===== src/rtl/mrx_pkg.sv =====
package mrx_pkg;
  // strobes from control to datapath
  typedef struct packed {
    logic load;  // capture a new transfer
    logic step;  // current access accepted, advance
  } xferCtl_t;
endpackage


===== src/rtl/multi_reg_xfer_ctrl.sv =====
module multi_reg_xfer_ctrl
  import mrx_pkg::*;
(
  input  logic     clk,
  input  logic     rstN,
  input  logic     start,
  input  logic     maskEmpty,
  input  logic     memReady,
  output logic     busy,
  output logic     memValid,
  output logic     done,
  output xferCtl_t ctl
);
  typedef enum logic {ST_IDLE, ST_RUN} state_t;
  state_t stateQ;
  logic   doneQ;

  always_ff @(posedge clk or negedge rstN) begin
    if (!rstN) begin
      stateQ <= ST_IDLE;
      doneQ  <= 1'b0;
    end else begin
      doneQ <= 1'b0;
      case (stateQ)
        ST_IDLE: if (start) stateQ <= ST_RUN;
        ST_RUN: begin
          if (maskEmpty) begin
            stateQ <= ST_IDLE;
            doneQ  <= 1'b1;
          end
        end
        default: stateQ <= ST_IDLE;
      endcase
    end
  end

  always_comb begin
    busy     = (stateQ == ST_RUN);
    memValid = busy && !maskEmpty;
    ctl.load = (stateQ == ST_IDLE) && start;
    ctl.step = memValid && memReady;
  end

  assign done = doneQ;
endmodule


===== src/rtl/multi_reg_xfer_dp.sv =====
module multi_reg_xfer_dp
  import mrx_pkg::*;
#(
  parameter int WORD_W    = 32,
  parameter int NREGS     = 16,
  parameter int PC_OFFSET = 12,
  localparam int IDX_W    = $clog2(NREGS),
  localparam int CNT_W    = $clog2(NREGS + 1)
) (
  input  logic              clk,
  input  logic              rstN,
  input  xferCtl_t          ctl,
  input  logic [NREGS-1:0]  regList,
  input  logic [WORD_W-1:0] baseAddr,
  input  logic [IDX_W-1:0]  baseIdx,
  input  logic              upMode,
  input  logic              preIndex,
  input  logic              writeBack,
  input  logic              isLoad,
  input  logic [WORD_W-1:0] instrAddr,
  input  logic [WORD_W-1:0] rfRdData,
  output logic              maskEmpty,
  output logic              loadMode,
  output logic [IDX_W-1:0]  curIdx,
  output logic [WORD_W-1:0] curAddr,
  output logic [WORD_W-1:0] storeData,
  output logic [WORD_W-1:0] newBase,
  output logic              wbEnable,
  output logic [CNT_W:0]    cycleCost
);
  localparam int WORD_BYTES = WORD_W / 8;
  localparam int OFS_W      = $clog2(WORD_BYTES);
  localparam int PC_IDX     = NREGS - 1;
  localparam logic [WORD_W-1:0] STEP = WORD_W'(WORD_BYTES);

  function automatic logic [IDX_W-1:0] lowestIdx(input logic [NREGS-1:0] m);
    logic [IDX_W-1:0] r;
    r = '0;
    for (int i = NREGS - 1; i >= 0; i--) begin
      if (m[i]) r = IDX_W'(i);
    end
    return r;
  endfunction

  logic [NREGS-1:0]  maskQ;
  logic [WORD_W-1:0] addrQ, baseQ, newBaseQ, pcQ;
  logic [IDX_W-1:0]  baseIdxQ;
  logic              baseFirstQ, wbQ, loadQ;
  logic [CNT_W-1:0]  nSetQ;

  // set-up values computed from the start fields
  logic [CNT_W-1:0]  nSet;
  logic [WORD_W-1:0] span, downBase, startAddr, endBase;
  logic              baseFirst;

  always_comb begin
    nSet      = CNT_W'($countones(regList));
    span      = WORD_W'(nSet) * STEP;
    downBase  = baseAddr - span;
    endBase   = upMode ? baseAddr + span : downBase;
    if (upMode) startAddr = preIndex ? baseAddr + STEP : baseAddr;
    else        startAddr = preIndex ? downBase : downBase + STEP;
    baseFirst = regList[baseIdx] && (lowestIdx(regList) == baseIdx);
  end

  // one-hot decode of the current index, used to retire it from the mask
  logic [NREGS-1:0] curOneHot;
  for (genvar g = 0; g < NREGS; g++) begin : g_dec
    assign curOneHot[g] = (curIdx == IDX_W'(g));
  end

  always_ff @(posedge clk or negedge rstN) begin
    if (!rstN) begin
      maskQ      <= '0;
      addrQ      <= '0;
      baseQ      <= '0;
      newBaseQ   <= '0;
      pcQ        <= '0;
      baseIdxQ   <= '0;
      baseFirstQ <= 1'b0;
      wbQ        <= 1'b0;
      loadQ      <= 1'b0;
      nSetQ      <= '0;
    end else if (ctl.load) begin
      maskQ      <= regList;
      addrQ      <= startAddr;
      baseQ      <= baseAddr;
      newBaseQ   <= endBase;
      pcQ        <= instrAddr;
      baseIdxQ   <= baseIdx;
      baseFirstQ <= baseFirst;
      wbQ        <= writeBack;
      loadQ      <= isLoad;
      nSetQ      <= nSet;
    end else if (ctl.step) begin
      maskQ <= maskQ & ~curOneHot;
      addrQ <= addrQ + STEP;
    end
  end

  always_comb begin
    maskEmpty = (maskQ == '0);
    curIdx    = lowestIdx(maskQ);
    curAddr   = {addrQ[WORD_W-1:OFS_W], {OFS_W{1'b0}}};
    if (curIdx == IDX_W'(PC_IDX))
      storeData = pcQ + WORD_W'(PC_OFFSET);
    else if (curIdx == baseIdxQ && baseFirstQ)
      storeData = baseQ;
    else if (curIdx == baseIdxQ && wbQ)
      storeData = newBaseQ;
    else
      storeData = rfRdData;
  end

  assign loadMode  = loadQ;
  assign newBase   = newBaseQ;
  assign wbEnable  = wbQ;
  assign cycleCost = {nSetQ, loadQ};
endmodule


===== src/rtl/multi_reg_xfer.sv =====
module multi_reg_xfer
  import mrx_pkg::*;
#(
  parameter int WORD_W    = 32,
  parameter int NREGS     = 16,
  parameter int PC_OFFSET = 12,
  localparam int IDX_W    = $clog2(NREGS),
  localparam int CNT_W    = $clog2(NREGS + 1)
) (
  input  logic              clk,
  input  logic              rstN,
  input  logic              start,
  input  logic [NREGS-1:0]  regList,
  input  logic [WORD_W-1:0] baseAddr,
  input  logic [IDX_W-1:0]  baseIdx,
  input  logic              upMode,
  input  logic              preIndex,
  input  logic              writeBack,
  input  logic              isLoad,
  input  logic [WORD_W-1:0] instrAddr,
  output logic              busy,
  output logic              memValid,
  input  logic              memReady,
  output logic              memWrite,
  output logic [WORD_W-1:0] memAddr,
  output logic [WORD_W-1:0] memWdata,
  input  logic [WORD_W-1:0] memRdata,
  output logic [IDX_W-1:0]  memRegIdx,
  output logic [IDX_W-1:0]  rfRdIdx,
  input  logic [WORD_W-1:0] rfRdData,
  output logic              rfWrEn,
  output logic [IDX_W-1:0]  rfWrIdx,
  output logic [WORD_W-1:0] rfWrData,
  output logic              done,
  output logic [WORD_W-1:0] newBase,
  output logic              baseWrEn,
  output logic [CNT_W:0]    cycleCost
);
  xferCtl_t          ctl;
  logic              maskEmpty, loadMode, wbEnable;
  logic [IDX_W-1:0]  curIdx;
  logic [WORD_W-1:0] storeData;

  multi_reg_xfer_ctrl ctrl_i (
    .clk       (clk),
    .rstN      (rstN),
    .start     (start),
    .maskEmpty (maskEmpty),
    .memReady  (memReady),
    .busy      (busy),
    .memValid  (memValid),
    .done      (done),
    .ctl       (ctl)
  );

  multi_reg_xfer_dp #(
    .WORD_W    (WORD_W),
    .NREGS     (NREGS),
    .PC_OFFSET (PC_OFFSET)
  ) dp_i (
    .clk       (clk),
    .rstN      (rstN),
    .ctl       (ctl),
    .regList   (regList),
    .baseAddr  (baseAddr),
    .baseIdx   (baseIdx),
    .upMode    (upMode),
    .preIndex  (preIndex),
    .writeBack (writeBack),
    .isLoad    (isLoad),
    .instrAddr (instrAddr),
    .rfRdData  (rfRdData),
    .maskEmpty (maskEmpty),
    .loadMode  (loadMode),
    .curIdx    (curIdx),
    .curAddr   (memAddr),
    .storeData (storeData),
    .newBase   (newBase),
    .wbEnable  (wbEnable),
    .cycleCost (cycleCost)
  );

  assign memWrite  = memValid && !loadMode;
  assign memWdata  = loadMode ? '0 : storeData;
  assign memRegIdx = curIdx;
  assign rfRdIdx   = curIdx;
  assign rfWrEn    = ctl.step && loadMode;
  assign rfWrIdx   = curIdx;
  assign rfWrData  = memRdata;
  assign baseWrEn  = done && wbEnable;
endmodule


===== config.mk =====
export PLATFORM = sky130hd
export DESIGN_NAME = multi_reg_xfer
export DESIGN_NICKNAME = d
export VERILOG_FILES = /design/src/rtl/mrx_pkg.sv /design/src/rtl/multi_reg_xfer_ctrl.sv /design/src/rtl/multi_reg_xfer_dp.sv /design/src/rtl/multi_reg_xfer.sv
export SDC_FILE = /design/constraint.sdc
export NUM_CORES = 1
export LEC_CHECK = 0
export CAP_MARGIN = 20
export CORE_MARGIN = 2
export CORE_UTILIZATION = 25
export DETAILED_ROUTE_END_ITERATION = 8
export PLACE_DENSITY = 0.55
export SKIP_CTS_REPAIR_TIMING = 1
export SLEW_MARGIN = 5
export SYNTH_ARGS = -nofsm -noshare
export SYNTH_HDL_FRONTEND = slang
export SYNTH_SLANG_ARGS = --single-unit

===== constraint.sdc =====
create_clock -name clk -period 3.5 [get_ports clk]
set_input_delay 0.875 -clock clk [delete_from_list [all_inputs] [get_ports clk]]
set_output_delay 0.875 -clock clk [all_outputs]
set_load 0.01 [all_outputs]

==> out/metrics.yaml, run 1 <==
wl_per_cell_um: 21.1
arrival_ps: 6780
grt_pass1_vias: 13600
fmax_ghz: 0.155
die_h_um: 228
drc_errors: 0
drt-pass1-iter-count: 8
die_area_um2: 52100
fillCellCount: 4983
final_nets: 2280
setup-tns-final_ps: -157000
rrSetupSlack_ps: 510
routabilityCongestion: 0.972
syn-instance-count: 1607
synth_ff_type: "dfrtp_1"
slew_violations: 0
period_share_pct: 184
fin_crit_ps: 6450
worstMarginPinSlew_ps: 905
power.leakage_uw: 0.00880
synth.top_cell.area_share_pct: 30.7
regArea_um2: 3860
grt_setup_unrepaired: "yes"
dp_cells: 2675
ys_warn_count: 0
synth_area_leaders: "dfrtp_1 31%, nand2_1 11%, xnor2_1 4.6%"
globalRouteTotalUtil_pct: 21.4
finalSetupViolations: 95
antenna_found_initial: 0
power_uw: 17700
pin_count: 308
maxCapViolCount: 0
wl_um: 58500
clock-sinks: 154
gr-total-overflow: 0
rows: 82
ys_types: 91
status: "finished with violations"
cts_root_buf: "clkbuf_16"
relSlewSlack_pct: 39.6
hp-class: "in2async"
area_growth_pct: 62.4
cts_buffer_depth: 2
finalHoldViolCount: 0
path_clk_slew_ps: 70
multiInputGateArea_um2: 9520
pre_cts_ws_ps: -4110
powerDensity_nw_per_um2: 869
fin_worst_skew_ps: 17.1
viasPerCell: 5.03
violations: "negative setup slack"
grt_pass1_wl_um: 85400
initial_core_util_pct: 25.2
synth-edff-count: 0
clk_latency_ps: 450
synth_top_area_cell: "dfrtp_1"
drive_gt1_share_pct: 34.9
final_cells: 2765
drt_iter0_drc: 1105
rr_worst_depth: 13
core-area_um2: 49900
vdd_ir_drop_max_mv: 0.552
io_buffers: 241
required_ps: 3840
synth.avg_cell_area_um2: 7.82
whs_ps: 406
critPathCaptureType: "flip-flop"
drt.antenna.violating_nets: 0
yosysSeqAreaShare_pct: 30.7
num_vias: 13900
reg2reg_from: "dp_i.maskQ[9]"
cts_tree: "done"
setup_slack_ps: -2950
ys_ff_latch: 154
crit_fanout: 4
reg2reg_to: "dp_i.addrQ[20]"
startpoint_type: "input pin"
numCtsBuffers: 17
netlist_area_um2: 12600
async_flop_share_pct: 100
grt_max_degree: 74
dpl.hpwl_um: 45500
die_w_um: 228
htreeDepth: 4
diodes: 0
critPathKind: "in2reg"
## critical path: stages
cell	delay, ps
buf_6	90
inv_2	50
ha_4	250
inv_2	30
fa_1	520
inv_2	50
fa_2	560
inv_2	40
fa_2	330
fa_2	540
inv_2	40
ha_4	150
inv_2	50
fa_2	500
inv_2	100
ha_4	210
or2_4	290
a211oi_4	310
o32ai_4	180
a2111oi_4	350
o21ai_2	170
or4b_4	560
a221oi_4	280
mux2i_1	210
nor2_1	50
## routing by layer
metal  share of wire (%)  track usage [%]  vias up
met4                 3.0             8.15        0
met1                  44             28.5     6878
met5                   0                0        -
li1                    -                -     6515
met3                 4.8             3.05       82
met2                  48             35.0      435
## layout by cell type (no fill, tap or decap), drive strengths merged, types with 12 or more instances in the layout
cell / instances
a211oi: 46
a21oi: 52
a222oi: 24
and2: 12
and3: 23
buf: 378
clkbuf: 40
clkdlybuf4s50: 187
dfrtp: 154
fa: 13
ha: 30
inv: 59
mux2i: 14
nand2: 353
nand3: 51
nand4: 27
nor2: 132
nor3: 36
nor4: 23
o21ai: 116
o31ai: 12
xnor2: 67
xor2: 59
## area by class of cell
class                      count  share of cell area (%)
multi-input combinational   1255                    46.6
timing repair buffer         593                    26.4
sequential                   154                    18.9
tap                          672                    4.12
clock buffer                  21                    2.21
inverter                      60                    1.16
clock inverter                10                   0.595
## kinds of logic (layout without fill, tap and decap cells)
logic type	Yosys count	count (layout)	share of synthesized area, %
buffers and inverters	199	684	7.56
DFF	154	154	30.7
adders and majority gates	43	43	5.06
AOI/OAI and AO/OA	343	343	18.4
other	1	2	0.0298
muxes	24	24	2.46
and+or+nand+nor	717	717	26.9
xor gates and xnor gates	126	126	8.90
## power by group
group / leakage, uW / internal, uW / switching, uW / total [uW]
Combinational: 0.00663 / 6040 / 6120 / 12200
Clock: 0.000265 / 1070 / 811 / 1880
Sequential: 0.00190 / 2650 / 1060 / 3710
## registers in the layout (all words and copies together) (netlist names)
| register | cells |
|---|---|
| dp_i.baseQ | 30 |
| ctrl_i.busy | 1 |
| dp_i.baseFirstQ | 1 |
| dp_i.addrQ | 30 |
| dp_i.nSetQ | 5 |
| ctrl_i.done | 1 |
| dp_i.newBase | 32 |
| dp_i.loadMode | 1 |
| dp_i.wbEnable | 1 |
| dp_i.pcQ | 32 |
| dp_i.baseIdxQ | 4 |
| dp_i.maskQ | 16 |
## worst max-delay path by stage
stage	slack, ps	startpoint	to
floorplan	-3140	regList[10]	dp_i.addrQ[28]
global placement	-4100	regList[10]	dp_i.addrQ[29]
detailed placement	-4110	regList[10]	dp_i.addrQ[15]
CTS	-3660	regList[10]	dp_i.addrQ[15]
global route	-3150	regList[13]	dp_i.addrQ[28]
finish	-2950	regList[15]	dp_i.addrQ[28]
## metrics by stage
| step | instance area [um^2] | util [%] |
|---|---|---|
| after CTS | 18400 | 37.0 |
| after global routing | 20400 | 40.9 |
| after global placement | 17900 | 35.8 |
| after floorplan | 13000 | - |
| final | 20400 | 40.9 |
| after detailed placement | 17900 | 35.8 |
## synth_stat cells, types with 6 or more instances
cell type  instances
nand2_1          352
dfrtp_1          154
nor2_1           130
o21ai_0          112
xnor2_1           66
clkbuf_1          64
inv_1             60
xor2_1            58
a21oi_1           52
nand3_1           50
buf_4             46
a211oi_1          43
nor3_1            34
ha_1              30
nand4_1           25
a222oi_1          24
and3_1            22
buf_2             18
nor4_1            16
mux2i_1           14
fa_1              13
o31ai_1           12
and2_1            11
buf_1             10
o21bai_1          10
a21o_1             9
o211ai_1           9
a31oi_1            8
nand2b_1           8
nor2b_1            7
nor3b_1            7
o21a_1             7
or2_2              7
and4_1             6
No activity file was read; power rests on OpenSTA's default activity.
==> run 2, diff against run 1 <==
--- a/config.mk
+++ b/config.mk
@@ -6,7 +6,7 @@
 export NUM_CORES = 1
 export LEC_CHECK = 0
 export CAP_MARGIN = 20
-export CORE_MARGIN = 2
+export CORE_MARGIN = 1
 export CORE_UTILIZATION = 25
 export DETAILED_ROUTE_END_ITERATION = 8
 export PLACE_DENSITY = 0.55
==> run 2 against run 1 <==
Net effect:
- the flow still finishes with violations (negative setup slack)
- cell count about the same
- register-to-register slack improved by 140 ps
- maximum frequency decreased by 0.56%
- design area increased by 0.19%
- combinational power about the same
- non-clock buffer count increased by 8
- critical endpoint is now dp_i.addrQ[27]
==> out/metrics.yaml, run 2 (synthesis gave the netlist of run 1 again) <==
status: "finished with violations"
violations: "negative setup slack"
vdd_ir_drop_max_mv: 0.601  # +8.8%
dp_cells: 2673  # -0.075%
wl_per_cell_um: 21.1  # -0.38%
critPathKind: "in2reg"
multiInputGateArea_um2: 9500  # -0.21%
power.leakage_uw: 0.00874  # -0.65%
clk_latency_ps: 450  # about the same
utilization_pct: 41.5  # +0.58 points
setup_slack_ps: -2980  # -36.1 ps
required_ps: 3840  # about the same
diodes: 0  # unchanged
rrSetupSlack_ps: 650  # +140 ps
power_uw: 18000  # +1.4%
maxCapViolCount: 0  # unchanged
crit_fanout: 4  # unchanged
drt-pass1-iter-count: 6  # -2
fmax_ghz: 0.154  # -0.56%
period_share_pct: 185  # +1.0 points
numCtsBuffers: 17  # unchanged
htreeDepth: 4  # unchanged
die_h_um: 226  # -0.88%
rows: 81  # -1.2%
relSlewSlack_pct: 52.3  # +13 points
cts_buffer_depth: 2  # unchanged
layout_common_cells: "341 x nand2_1, 288 x buf_4, 194 x clkdlybuf4s50_1, 148 x dfrtp_1, 109 x nor2_1"
core-area_um2: 49300  # -1.2%
startpoint_type: "input pin"
viasPerCell: 5.03  # about the same
p_sw_share_pct: 45.2  # +0.14 points
powerDensity_nw_per_um2: 880  # +1.2%
wl_met3_um: 3190  # +14%
grt_pass1_wl_um: 82800  # -3.0%
worstMarginPinSlew_ps: 716  # -190 ps
finalSetupViolations: 95  # unchanged
path_clk_slew_ps: 70  # about the same
p_int_uw: 9870  # +1.2%
fin_worst_skew_ps: 18.5  # +1.34 ps
final_cells: 2766  # +0.036%
initial_core_util_pct: 25.5  # +0.31 points
die_w_um: 226  # -0.88%
routedLengthMet1_um: 26100  # +1.2%
routabilityCongestion: 0.949  # -2.4%
regArea_um2: 3860  # about the same
p_seq_share_pct: 21.1  # +0.2 points
wl_um: 58300  # -0.34%
fin_crit_ps: 6480  # +36.1 ps
cts_root_buf: "clkbuf_16"
hp-class: "in2async"
grt_setup_unrepaired: "yes"
routed.top_layer: "met4"
grt_pass1_vias: 13500  # -0.78%
reg2reg_from: "dp_i.maskQ[5]"
area_growth_pct: 62.7
switchingPower_uw: 8130  # +1.7%
mostFrequentLayoutCell: "nand2_1"
dpl.hpwl_um: 45500  # about the same
cts_tree: "done"
antenna_found_initial: 0  # unchanged
arrival_ps: 6820  # +40 ps
globalRouteTotalUtil_pct: 21.8  # +0.45 points
rr_worst_depth: 11  # -2
finalHoldViolCount: 0  # unchanged
p_clk_share_pct: 10.1  # -0.5 points
num_vias: 13900  # +0.0072%
io_buffers: 241  # unchanged
grt_max_degree: 74  # unchanged
final_nets: 2288  # +0.35%
p_comb_share_pct: 68.9  # +0.4 points
pin_count: 308  # unchanged
gr-total-overflow: 0  # unchanged
critPathCaptureType: "flip-flop"
drc_errors: 0  # unchanged
clock-sinks: 154  # unchanged
drt.antenna.violating_nets: 0  # unchanged
reg2reg_to: "dp_i.addrQ[20]"
slew_violations: 0  # unchanged
drt_iter0_drc: 1030  # -6.8%
dr_wl_met2_um: 27600  # -2.0%
drive_gt1_share_pct: 35.0  # +0.14 points
fillCellCount: 4931  # -1.0%
die_area_um2: 51200  # -1.7%
-- run 2: cell types whose count changed in the layout (fill, tap and decap cells not counted), sizes merged, moves of 2 or more --
cell           change
inv                +8
clkdlybuf4s50      +7
buf                +5
clkbuf             -5
clkinvlp           -5
bufinv             -2
clkinv             +2
-- run 2: how the worst max path moves through the flow --
stage                     cells after the start        start  slack [ps]        endpoint
after floorplan                              24  regList[10]       -3140  dp_i.addrQ[28]
after global placement                       26  regList[10]       -4010  dp_i.addrQ[29]
after detailed placement                     26  regList[10]       -4040  dp_i.addrQ[29]
after CTS                                    26  regList[10]       -3570  dp_i.addrQ[28]
after global routing                         27  regList[11]       -3140  dp_i.addrQ[28]
final                                        28  regList[10]       -2980  dp_i.addrQ[27]
-- run 2: per-stage QoR --
step                      setup slack, ps  area [um^2]  TNS [ps]  hold slack, ps
final                               -2980        20500   -153860             438
after global routing                -3140        20500   -167810             467
after CTS                           -3570        18500   -208230             455
after detailed placement            -4040        17900   -221940             467
after global placement              -4010        17900   -220380             461
after floorplan                     -3140        13000   -134160             445
-- run 2: power by group through the flow --
stage	combinational (uW)	clock, uW	sequential (uW)
CTS	10000	1860	3700
global route	13200	1920	3900
detailed placement	9990	0	3720
floorplan	5190	0	3480
global placement	9890	0	3690
finish	12400	1810	3790
-- run 2: per-layer routing --
layer	up-vias	GRT usage, %
met5	-	0
met4	0	6.91
met3	80	3.51
met2	493	35.3
met1	6795	29.5
li1	6543	-
-- run 2: cell type report --
class	count	area share [%]
clock buffer	19	2.21
inverter	60	1.15
timing repair buffer	601	26.7
clock inverter	13	0.514
sequential	154	18.9
tap	664	4.06
multi-input combinational	1255	46.4
-- run 2: critical path: stages --
cell	delay, ps
buf_6	100
ha_4	250
inv_2	30
fa_1	540
inv_2	40
fa_2	380
fa_1	550
inv_2	40
fa_2	440
inv_2	80
ha_4	130
inv_2	30
fa_2	370
xor2_4	190
buf_4	160
ha_4	170
buf_6	130
nor2b_4	190
a211oi_4	70
buf_6	130
or4_4	430
o21a_1	210
or2_4	240
nor4_4	380
buf_4	180
mux2i_1	200
mux2i_1	210
nor3_1	70
==> run 3, diff against run 2 <==
--- a/config.mk
+++ b/config.mk
@@ -8,6 +8,7 @@
 export CAP_MARGIN = 20
 export CORE_MARGIN = 1
 export CORE_UTILIZATION = 25
+export CTS_BUF_LIST = sky130_fd_sc_hd__clkbuf_16
 export DETAILED_ROUTE_END_ITERATION = 8
 export PLACE_DENSITY = 0.55
 export SKIP_CTS_REPAIR_TIMING = 1
==> run 3 against run 2 <==
Net effect:
- the run still ends with negative setup slack left
- cell count is the same
- via count is essentially flat
- setup slack better by 11 ps
- largest power group unchanged
- sequential cell count is the same
==> out/metrics.yaml, run 3 (synthesis gave the netlist of run 1 again) <==
status: "finished with violations"
violations: "negative setup slack"
dp_cells: 2673  # unchanged
drt_iter0_drc: 1154  # +12%
grt_pass1_wl_um: 82800  # about the same
wl_per_cell_um: 21.1  # about the same
finalSetupViolations: 95  # unchanged
pre_cts_ws_ps: -4040  # unchanged
drive_gt1_share_pct: 35.0  # -0.048 points
reg2reg_from: "dp_i.maskQ[5]"
slew_violations: 0  # unchanged
drc_errors: 0  # unchanged
startpoint_type: "input pin"
fmax_ghz: 0.155  # +0.17%
mostFrequentLayoutCell: "nand2_1"
die_w_um: 226  # unchanged
finalHoldViolCount: 0  # unchanged
wl_um: 58300  # about the same
antenna_found_initial: 0  # unchanged
viasPerCell: 5.03  # about the same
critPathKind: "in2reg"
rr_worst_depth: 11  # unchanged
reg2reg_to: "dp_i.addrQ[20]"
layout_common_cells: "341 x nand2_1, 287 x buf_4, 194 x clkdlybuf4s50_1, 148 x dfrtp_1, 109 x nor2_1"
die_h_um: 226  # unchanged
cp-endpoint: "dp_i.addrQ[27]"
diodes: 0  # unchanged
period_share_pct: 185  # -0.32 points
io_buffers: 241  # unchanged
fin_worst_skew_ps: 18.7  # +0.230 ps
relSlewSlack_pct: 52.9  # +0.64 points
numCtsBuffers: 17  # unchanged
drt-pass1-iter-count: 6  # unchanged
setup_slack_ps: -2970  # +11.0 ps
powerDensity_nw_per_um2: 879  # about the same
globalRouteTotalUtil_pct: 21.8  # about the same
core-area_um2: 49300  # unchanged
crit_start: "regList[10]"
rrSetupSlack_ps: 620  # -30 ps
dpl.hpwl_um: 45500  # unchanged
power.leakage_uw: 0.00872  # -0.24%
num_vias: 13900  # -0.036%
maxCapViolCount: 0  # unchanged
cts_tree: "done"
fillCellCount: 4932  # +0.020%
hp-class: "in2async"
dpl-instance-area_um2: 17900  # unchanged
critPathCaptureType: "flip-flop"
setup-tns-final_ps: -153470  # +395 ps
grt_max_degree: 74  # unchanged
grt_pass1_vias: 13500  # -0.067%
fin_crit_ps: 6470  # -11.0 ps
area_growth_pct: 62.5
final_cells: 2766  # unchanged
pin_count: 308  # unchanged
power_uw: 18000  # -0.21%
htreeDepth: 4  # unchanged
routabilityCongestion: 0.949  # unchanged
final_area_um2: 20400  # -0.12%
die_area_um2: 51200  # unchanged
crit_fanout: 4  # unchanged
initial_core_util_pct: 25.5  # unchanged
rows: 81  # unchanged
final_nets: 2288  # unchanged
arrival_ps: 6810  # about the same
grt_setup_unrepaired: "yes"
vdd_ir_drop_max_mv: 0.600  # about the same
clk_latency_ps: 460  # about the same
clock-sinks: 154  # unchanged
worstMarginPinSlew_ps: 706  # -9.66 ps
cts_buffer_depth: 2  # unchanged
gr-total-overflow: 0  # unchanged
cts_root_buf: "clkbuf_16"
required_ps: 3840  # about the same
path_clk_slew_ps: 70  # about the same
drt.antenna.violating_nets: 0  # unchanged
-- run 3: critical path, cell delays in order --
cell      delay, ps
buf_6           100
ha_4            250
inv_2            30
fa_1            540
inv_2            40
fa_2            380
fa_1            550
inv_2            40
fa_2            440
inv_2            80
ha_4            130
inv_2            30
fa_2            370
xor2_4          190
buf_4           160
ha_4            170
buf_6           130
nor2b_4         190
a211oi_4         70
buf_6           130
or4_4           440
o21a_1          210
or2_4           240
nor4_4          370
buf_4           180
mux2i_1         200
mux2i_1         200
nor3_1           70
-- run 3: worst min path at each step --
stage,startpoint,endpoint,slack (ps),cells past startpoint
after CTS,rstN,dp_i.addrQ[10],460,1
after global placement,dp_i.baseQ[29],dp_i.baseQ[29],460,2
final,rstN,dp_i.addrQ[10],440,1
after floorplan,dp_i.baseQ[5],dp_i.baseQ[5],440,2
after detailed placement,dp_i.baseQ[29],dp_i.baseQ[29],470,2
after global routing,rstN,dp_i.addrQ[10],470,1
-- run 3: layer usage --
metal	track usage, %	wire, um
met1	29.5	26300
met5	0	0
met4	6.91	1420
met3	3.51	3030
met2	35.3	27600
-- run 3: cell type report --
type	count	area [um^2]	share of cell area, %
clock buffer	17	425	2.08
clock inverter	15	113	0.551
inverter	60	235	1.15
multi-input combinational	1255	9500	46.5
sequential	154	3860	18.9
tap	664	831	4.07
timing repair buffer	601	5460	26.7
-- run 3: stage by stage --
stage | hold slack, ps | util, %
global placement | 461 | 36.4
CTS | 455 | 37.5
global route | 466 | 41.5
floorplan | 445 | -
finish | 440 | 41.5
detailed placement | 467 | 36.4
-- run 3: report_power, final --
group	leakage, uW	internal (uW)	switching (uW)
combinational	0.00655	6250	6140
sequential	0.00190	2650	1140
clock	0.000270	919	854
